## config.mk

```make
export PLATFORM = sky130hd
export DESIGN_NAME = link_rx
export DESIGN_NICKNAME = d
export VERILOG_FILES = /design/src/rtl/link_rx_pkg.sv /design/src/rtl/link_rx_framer.sv /design/src/rtl/link_rx_capture.sv /design/src/rtl/link_rx_steer.sv /design/src/rtl/link_rx_wait.sv /design/src/rtl/link_rx.sv
export SDC_FILE = /design/constraint.sdc
export NUM_CORES = 1
export LEC_CHECK = 0
export ABC_CLOCK_PERIOD_IN_PS = 2400
export BUFFER_PORTS_ARGS = -buffer_cell sky130_fd_sc_hd__buf_4
export CELL_PAD_IN_SITES_DETAIL_PLACEMENT = 0
export CELL_PAD_IN_SITES_GLOBAL_PLACEMENT = 1
export CORE_ASPECT_RATIO = 1.4
export CORE_MARGIN = 2
export CORE_UTILIZATION = 42
export CTS_BUF_LIST = sky130_fd_sc_hd__clkbuf_4
export DETAILED_ROUTE_END_ITERATION = 8
export PLACE_DENSITY = 0.77
export SKIP_LAST_GASP = 1
export SYNTH_ARGS = -nofsm -noshare
export SYNTH_HDL_FRONTEND = slang
export SYNTH_SLANG_ARGS = --single-unit
```

## constraint.sdc

```tcl
create_clock -name clk -period 2.4 [get_ports clk]
set_input_delay 0.72 -clock clk [delete_from_list [all_inputs] [get_ports clk]]
set_output_delay 0.72 -clock clk [all_outputs]
set_load 0.01 [all_outputs]
```

## src/rtl/link_rx_pkg.sv

```systemverilog
package link_rx_pkg;

  localparam int PKT_W = 104;

  typedef logic [PKT_W-1:0] pkt_t;

  typedef enum logic [1:0] {
    CH_WR = 2'd0,
    CH_RD = 2'd1,
    CH_RR = 2'd2
  } chan_e;

  // Assemble the parallel transaction word from decoded fields.
  function automatic pkt_t pack_pkt(
    input logic        wr,
    input logic [1:0]  dmode,
    input logic [3:0]  ctrl,
    input logic [31:0] dst,
    input logic [31:0] data,
    input logic [31:0] upper
  );
    return {upper, data, dst, 1'b0, ctrl, dmode, wr};
  endfunction

  // Steering decision for a finished transaction.
  function automatic chan_e pick_chan(input logic wr, input logic rd);
    if (wr)      return CH_WR;
    else if (rd) return CH_RD;
    else         return CH_RR;
  endfunction

  // Destination of the next transaction inside a burst.
  function automatic logic [31:0] next_addr(input logic [31:0] dst, input int unsigned step);
    return dst + 32'(step);
  endfunction

endpackage

```

## src/rtl/link_rx_framer.sv

```systemverilog
module link_rx_framer #(
  parameter int PKT_BYTES = 14,
  parameter int HDR_BYTES = 6,
  parameter int IDX_W     = 4
) (
  input  logic             clk,
  input  logic             rst_n,
  input  logic             frame_i,
  input  logic             burst_i,
  output logic             start_ev,
  output logic             cap_ev,
  output logic             last_ev,
  output logic             abort_ev,
  output logic [IDX_W-1:0] idx_o,
  output logic             err_o
);

  localparam int LAST_IDX = PKT_BYTES - 1;

  logic             prev_q;
  logic             act_q;
  logic             part_q;
  logic             drop_q;
  logic             err_q;
  logic [IDX_W-1:0] idx_q;

  assign start_ev = frame_i & ~prev_q;
  assign cap_ev   = frame_i & prev_q & act_q & ~drop_q;
  assign last_ev  = cap_ev & (idx_q == IDX_W'(LAST_IDX));
  assign abort_ev = ~frame_i & act_q & part_q;
  assign idx_o    = idx_q;
  assign err_o    = err_q;

  always_ff @(posedge clk or negedge rst_n) begin
    if (!rst_n) begin
      prev_q <= 1'b0;
      act_q  <= 1'b0;
      part_q <= 1'b0;
      drop_q <= 1'b0;
      err_q  <= 1'b0;
      idx_q  <= '0;
    end else begin
      prev_q <= frame_i;
      if (abort_ev) err_q <= 1'b1;
      if (start_ev) begin
        act_q  <= 1'b1;
        part_q <= 1'b1;
        drop_q <= 1'b0;
        idx_q  <= IDX_W'(1);
      end else if (!frame_i) begin
        act_q  <= 1'b0;
        part_q <= 1'b0;
        drop_q <= 1'b0;
        idx_q  <= '0;
      end else if (last_ev) begin
        part_q <= 1'b0;
        idx_q  <= IDX_W'(HDR_BYTES);
        drop_q <= ~burst_i;
      end else if (cap_ev) begin
        part_q <= 1'b1;
        idx_q  <= idx_q + 1'b1;
      end
    end
  end

endmodule

```

## src/rtl/link_rx_capture.sv

```systemverilog
module link_rx_capture
  import link_rx_pkg::*;
#(
  parameter int PKT_BYTES = 14,
  parameter int HDR_BYTES = 6,
  parameter int IDX_W     = 4,
  parameter int ADDR_STEP = 8
) (
  input  logic             clk,
  input  logic             rst_n,
  input  logic [7:0]       byte_i,
  input  logic             start_ev,
  input  logic             cap_ev,
  input  logic             last_ev,
  input  logic [IDX_W-1:0] idx_i,
  output logic             rd_o,
  output logic             burst_o,
  output pkt_t             pkt_o
);

  localparam int LAST_IDX = PKT_BYTES - 1;
  localparam int PAY_W    = (PKT_BYTES - HDR_BYTES) * 8;

  logic             rd_q;
  logic             burst_q;
  logic [3:0]       ctrl_q;
  logic [31:0]      dst_q;
  logic [1:0]       dmode_q;
  logic             wr_q;
  logic [PAY_W-1:0] pay_q;
  logic [2:0]       lane;

  // Payload lane counted from the last byte: byte 13 is lane 0.
  assign lane = 3'(LAST_IDX - int'(idx_i));

  always_ff @(posedge clk or negedge rst_n) begin
    if (!rst_n) begin
      rd_q    <= 1'b0;
      burst_q <= 1'b0;
      ctrl_q  <= '0;
      dst_q   <= '0;
      dmode_q <= '0;
      wr_q    <= 1'b0;
      pay_q   <= '0;
    end else begin
      if (start_ev) begin
        rd_q    <= byte_i[7];
        burst_q <= byte_i[2];
      end
      if (cap_ev) begin
        case (idx_i)
          IDX_W'(1): begin
            ctrl_q        <= byte_i[7:4];
            dst_q[31:28]  <= byte_i[3:0];
          end
          IDX_W'(2): dst_q[27:20] <= byte_i;
          IDX_W'(3): dst_q[19:12] <= byte_i;
          IDX_W'(4): dst_q[11:4]  <= byte_i;
          IDX_W'(5): begin
            dst_q[3:0] <= byte_i[7:4];
            dmode_q    <= byte_i[3:2];
            wr_q       <= byte_i[1];
          end
          default: begin
            if (idx_i >= IDX_W'(HDR_BYTES)) pay_q[{lane, 3'b000} +: 8] <= byte_i;
          end
        endcase
      end
      if (last_ev && burst_q) dst_q <= next_addr(dst_q, ADDR_STEP);
    end
  end

  assign rd_o    = rd_q;
  assign burst_o = burst_q;
  // Byte 13 is taken straight from the input on the completing edge.
  assign pkt_o   = pack_pkt(wr_q, dmode_q, ctrl_q, dst_q,
                            pay_q[PAY_W-1 -: 32], {pay_q[31:8], byte_i});

endmodule

```

## src/rtl/link_rx_steer.sv

```systemverilog
module link_rx_steer
  import link_rx_pkg::*;
#(
  parameter int NCH = 3
) (
  input  logic                      clk,
  input  logic                      rst_n,
  input  logic                      last_ev,
  input  logic                      rd_i,
  input  pkt_t                      pkt_i,
  output logic [NCH-1:0]            vld_o,
  output logic [NCH-1:0][PKT_W-1:0] pkt_o
);

  chan_e dest;
  assign dest = pick_chan(pkt_i[0], rd_i);

  for (genvar c = 0; c < NCH; c++) begin : g_ch
    logic hit;
    logic vld_q;
    pkt_t pkt_q;

    assign hit = last_ev && (dest == chan_e'(c));

    always_ff @(posedge clk or negedge rst_n) begin
      if (!rst_n) begin
        vld_q <= 1'b0;
        pkt_q <= '0;
      end else begin
        vld_q <= hit;
        if (hit) pkt_q <= pkt_i;
      end
    end

    assign vld_o[c] = vld_q;
    assign pkt_o[c] = pkt_q;
  end

endmodule

```

## src/rtl/link_rx_wait.sv

```systemverilog
module link_rx_wait #(
  parameter int NW = 2
) (
  input  logic          clk,
  input  logic          rst_n,
  input  logic [NW-1:0] afull_i,
  output logic [NW-1:0] wait_o
);

  for (genvar w = 0; w < NW; w++) begin : g_w
    logic wait_q;
    always_ff @(posedge clk or negedge rst_n) begin
      if (!rst_n) wait_q <= 1'b0;
      else        wait_q <= afull_i[w];
    end
    assign wait_o[w] = wait_q;
  end

endmodule

```

## src/rtl/link_rx.sv

```systemverilog
module link_rx
  import link_rx_pkg::*;
#(
  parameter int PKT_BYTES = 14,
  parameter int HDR_BYTES = 6,
  parameter int ADDR_STEP = 8
) (
  input  logic         clk,
  input  logic         rst_n,
  input  logic         frame_i,
  input  logic [7:0]   byte_i,
  input  logic         wr_afull_i,
  input  logic         rd_afull_i,
  output logic [103:0] wr_pkt_o,
  output logic         wr_vld_o,
  output logic [103:0] rd_pkt_o,
  output logic         rd_vld_o,
  output logic [103:0] rr_pkt_o,
  output logic         rr_vld_o,
  output logic         wr_wait_o,
  output logic         rd_wait_o,
  output logic         err_o
);

  localparam int IDX_W = $clog2(PKT_BYTES);
  localparam int NCH   = 3;

  logic             start_ev;
  logic             cap_ev;
  logic             last_ev;
  logic             abort_ev;
  logic [IDX_W-1:0] idx;
  logic             burst;
  logic             rd_flag;
  pkt_t             pkt_asm;
  logic [NCH-1:0]            ch_vld;
  logic [NCH-1:0][PKT_W-1:0] ch_pkt;
  logic [1:0]                waits;

  link_rx_framer #(
    .PKT_BYTES(PKT_BYTES), .HDR_BYTES(HDR_BYTES), .IDX_W(IDX_W)
  ) u_framer (
    .clk(clk), .rst_n(rst_n), .frame_i(frame_i), .burst_i(burst),
    .start_ev(start_ev), .cap_ev(cap_ev), .last_ev(last_ev),
    .abort_ev(abort_ev), .idx_o(idx), .err_o(err_o)
  );

  link_rx_capture #(
    .PKT_BYTES(PKT_BYTES), .HDR_BYTES(HDR_BYTES), .IDX_W(IDX_W), .ADDR_STEP(ADDR_STEP)
  ) u_capture (
    .clk(clk), .rst_n(rst_n), .byte_i(byte_i), .start_ev(start_ev),
    .cap_ev(cap_ev), .last_ev(last_ev), .idx_i(idx),
    .rd_o(rd_flag), .burst_o(burst), .pkt_o(pkt_asm)
  );

  link_rx_steer #(.NCH(NCH)) u_steer (
    .clk(clk), .rst_n(rst_n), .last_ev(last_ev), .rd_i(rd_flag),
    .pkt_i(pkt_asm), .vld_o(ch_vld), .pkt_o(ch_pkt)
  );

  link_rx_wait #(.NW(2)) u_wait (
    .clk(clk), .rst_n(rst_n), .afull_i({rd_afull_i, wr_afull_i}), .wait_o(waits)
  );

  assign wr_vld_o  = ch_vld[CH_WR];
  assign rd_vld_o  = ch_vld[CH_RD];
  assign rr_vld_o  = ch_vld[CH_RR];
  assign wr_pkt_o  = ch_pkt[CH_WR];
  assign rd_pkt_o  = ch_pkt[CH_RD];
  assign rr_pkt_o  = ch_pkt[CH_RR];
  assign wr_wait_o = waits[0];
  assign rd_wait_o = waits[1];

endmodule

```

==> impl_results.md <==
- Routed len/inst: 20.28 µm
- Num CTS Buffers: 103
- Setup CP Type: register to register
- ANT nets after route: 0
- Core area: 39380 µm²
- CTS tree: done
- First-pass GRT wire length: 68.40 mm
- Drt via density: 5.153
- WP data arrival: 2960 ps
- Worst Path Max Fanout: 8
- PortBufs: 327
- Global route overflow: 0
- H-tree depth: 3
- Startpoint types: register
- Clk slew on worst S/H paths: 60 ps
- Sequential share of the synthesized area: 0.6276
- Largest net degree at the start of global routing: 66
- TritonRoute pass-1 iters: 4
- Synth area leaders: dfrtp_1 63%, mux2_2 20%, mux2_1 4.0%
- Overall Global Routing Usage: 0.2139
- Status: completed
- # fillers: 3391
- Max Slew Vio Count: 0
- Min Tclk post-route: 2299 ps
- Initial DRC count: 453
- Die Width: 172.8 µm
- Post-synth EDFFs: 0
- Max Fclk: 0.4350 GHz
- Final Cycle Share: 0.9578
- CTS max path bufs: 3
- Synthesized flop and latch total: 420
- Row count: 86
- Placer Congestion: 0.8242
- Syn Area/Cell: 14.57 µm²
- Most used DFF post-synth: dfrtp_1
- Yosys warning total: 0
- Final WL: 44.26 mm
- Cells after Synth: 1149
- Area fraction of the dominant cell type after synthesis: 0.6276
- Antenna violations before repair: 3
- Layout cells sized above 1: 0.5333
- Initial core utilization: 0.4252
- I/O pin total: 331
- Root Buffer: clkbuf_4
- Die Height: 240.3 µm
- Setup violators final: 0
- Hold Fails Final Rpt: 0
- Unique masters post-synth: 61
- Fin nets: 1615
- Post-route DRC: 0
- Worst-Margin Slew: 784.0 ps
- Postcts setup bufs: 0
- Leakage Power: 11.59 nW
- Die area: 41510 µm²
- Clock Sinks: 420
- Hold Path Class: input pin to register
- Pwr dens: 620.5 nW/µm²
- Peak supply drop: 0.0003773 V
- Vias in the first global route: 11970
- Cell taking the most area after synthesis: dfrtp_1
- Post-Synthesis Cell Area: 16750 µm²
- Max cap viols: 0
- Worst-Skew Late Latency: 790 ps
- WP data required: 3060 ps
- CP endpoint kind: register
- Worst slew margin: 0.4733
- Final Power: 13.48 mW
- DR vias: 11240
- Fraction of registers with async set/reset: 1.000
- DP Wirelength: 30.91 mm
- Layout Utilization: 0.5516
- Area growth syn-to-layout: 29.72%
- Fin Clk Skew: 28.34 ps
[cell families (layout without fill, tap and decap cells)]
group | count (synthesis) | in the layout | synth area share
XOR/XNOR | 6 | 6 | 0.003138
adder cells (fa/ha/maj) | 8 | 8 | 0.005978
AND/OR/NAND/NOR | 208 | 208 | 0.06717
buffers and inverters | 73 | 574 | 0.02309
flip-flops | 420 | 420 | 0.6276
other | 1 | 5 | 0.0002239
multiplexers | 362 | 362 | 0.2434
AO/OA/AOI/OAI | 71 | 71 | 0.02944
[cells in the final DEF, fill, tap and decap left out, types with 2 or more instances in the layout]
cell type	Yosys	final
a211oi_1	9	9
a21boi_0	2	2
a21oi_1	13	13
a311oi_1	7	7
and2_1	27	24
and2_4	0	3
and3_1	9	9
and4_1	6	6
buf_12	0	23
buf_4	11	375
bufinv_16	0	2
clkbuf_4	0	149
clkinv_1	0	9
clkinvlp_4	0	2
conb_1	1	3
dfrtp_1	420	419
diode_2	0	2
dlygate4sd3_1	0	3
ha_1	8	7
inv_1	8	7
inv_2	0	2
mux2_1	60	60
mux2_2	301	301
nand2_1	67	66
nand2b_1	2	2
nand3_1	14	14
nand4_1	9	9
nand4_4	0	2
nor2_1	34	33
nor2b_1	3	3
nor3_1	14	13
nor3_2	2	2
nor3b_1	3	2
nor4_1	3	2
o211ai_1	4	4
o21ai_0	13	13
o22ai_1	6	6
o31a_1	3	3
xnor2_1	2	2
xor2_1	4	4
[critical path: stages, from the launching register on]
cell      delay, ps
dfrtp_1         360
inv_2            70
ha_1            280
inv_1            40
ha_1            330
buf_4           180
nand4b_1        150
nor4_4          190
buf_4           220
mux2_2          340
[power breakdown]
| group | leakage (nW) | switching, mW | internal (mW) | total (mW) |
|---|---|---|---|---|
| Sequential | 5.82 | 0.132 | 7.16 | 7.29 |
| Combinational | 5.04 | 0.325 | 0.169 | 0.494 |
| Clock | 0.732 | 2.69 | 3.01 | 5.70 |
| Total | 11.6 | 3.15 | 10.3 | 13.5 |
[cells in the mapped netlist, types with 4 or more instances]
library cell	instances
and2_1	27
o21ai_0	13
buf_6	6
and3_1	9
clkbuf_1	21
inv_1	8
buf_4	11
ha_1	8
mux2_1	60
dfrtp_1	420
nand4_1	9
a311oi_1	7
nor3_1	14
o211ai_1	4
a21oi_1	13
mux2_2	301
o22ai_1	6
buf_2	21
nand2_1	67
a211oi_1	9
nor2_1	34
xor2_1	4
buf_1	6
and4_1	6
nand3_1	14
[through the flow]
step	cells	area [µm²]	hold slack (ps)	setup WS (ps)	setup TNS (ps)
after floorplan	1151	16750	424.4	19.55	0
after global placement	2014	20380	452.0	-93.55	-4944
after detailed placement	2014	20380	458.5	-93.78	-6601
after CTS	2180	21660	125.0	15.81	0
after global routing	2182	21720	176.7	-6.028	-11.12
final	2182	21720	209.1	101.3	0
[state kept, by name (all words and copies together), names as in the netlist, 2 cells and up]
signal              cells
u_steer.g_ch.vld_q      3
u_framer.idx_o          4
u_steer.g_ch.pkt_q    309
u_capture.dst_q        32
u_capture.ctrl_q        4
u_wait.g_w.wait_q       2
u_capture.dmode_q       2
u_capture.pay_q        56
[what timing repair did]
item | CTS | global route
resized for setup | 5 | 12
hold endpoints to repair | 32 | 0
setup endpoints to repair | 76 | 243
hold buffers | 3 | 0
pin swaps | 1 | 2
[path summary, 6_finish.rpt]
| path | from | cells after the start | slack [ps] | endpoint |
|---|---|---|---|---|
| max | u_framer.idx_o[1] | 9 | 100 | u_capture.pay_q[38] |
| min | frame_i | 3 | 210 | u_framer.idx_o[0] |
| max reg2reg | u_framer.idx_o[1] | 9 | 100 | u_capture.pay_q[38] |
| min reg2reg | u_steer.g_ch[0].pkt_q[0] | 1 | 470 | u_steer.g_ch[0].pkt_q[0] |
| max in group asynchronous | rst_n | 3 | 1250 | u_capture.pay_q[15] |
| min in group asynchronous | rst_n | 2 | 440 | u_capture.dst_q[9] |
[final cells by class]
class	count	area, µm²	share of cell area
Tap cell	528	660.6	0.03041
Antenna cell	2	5.005	0.0002304
Timing Repair Buffer	403	3332	0.1534
Clock inverter	14	112.6	0.005184
Sequential cell	420	10510	0.4839
Inverter	8	30.03	0.001382
Clock buffer	149	1119	0.05149
Multi-Input combinational cell	658	5953	0.2740
[layer usage]
metal / track usage / routed length, µm / vias to the layer above
li1: - / - / 5031
met1: 0.2391 / 16730 / 5822
met2: 0.3916 / 24190 / 308
met3: 0.04681 / 1941 / 83
met4: 0.09450 / 1403 / 0
met5: 0 / 0 / -
(Power assumes the default switching activity.)
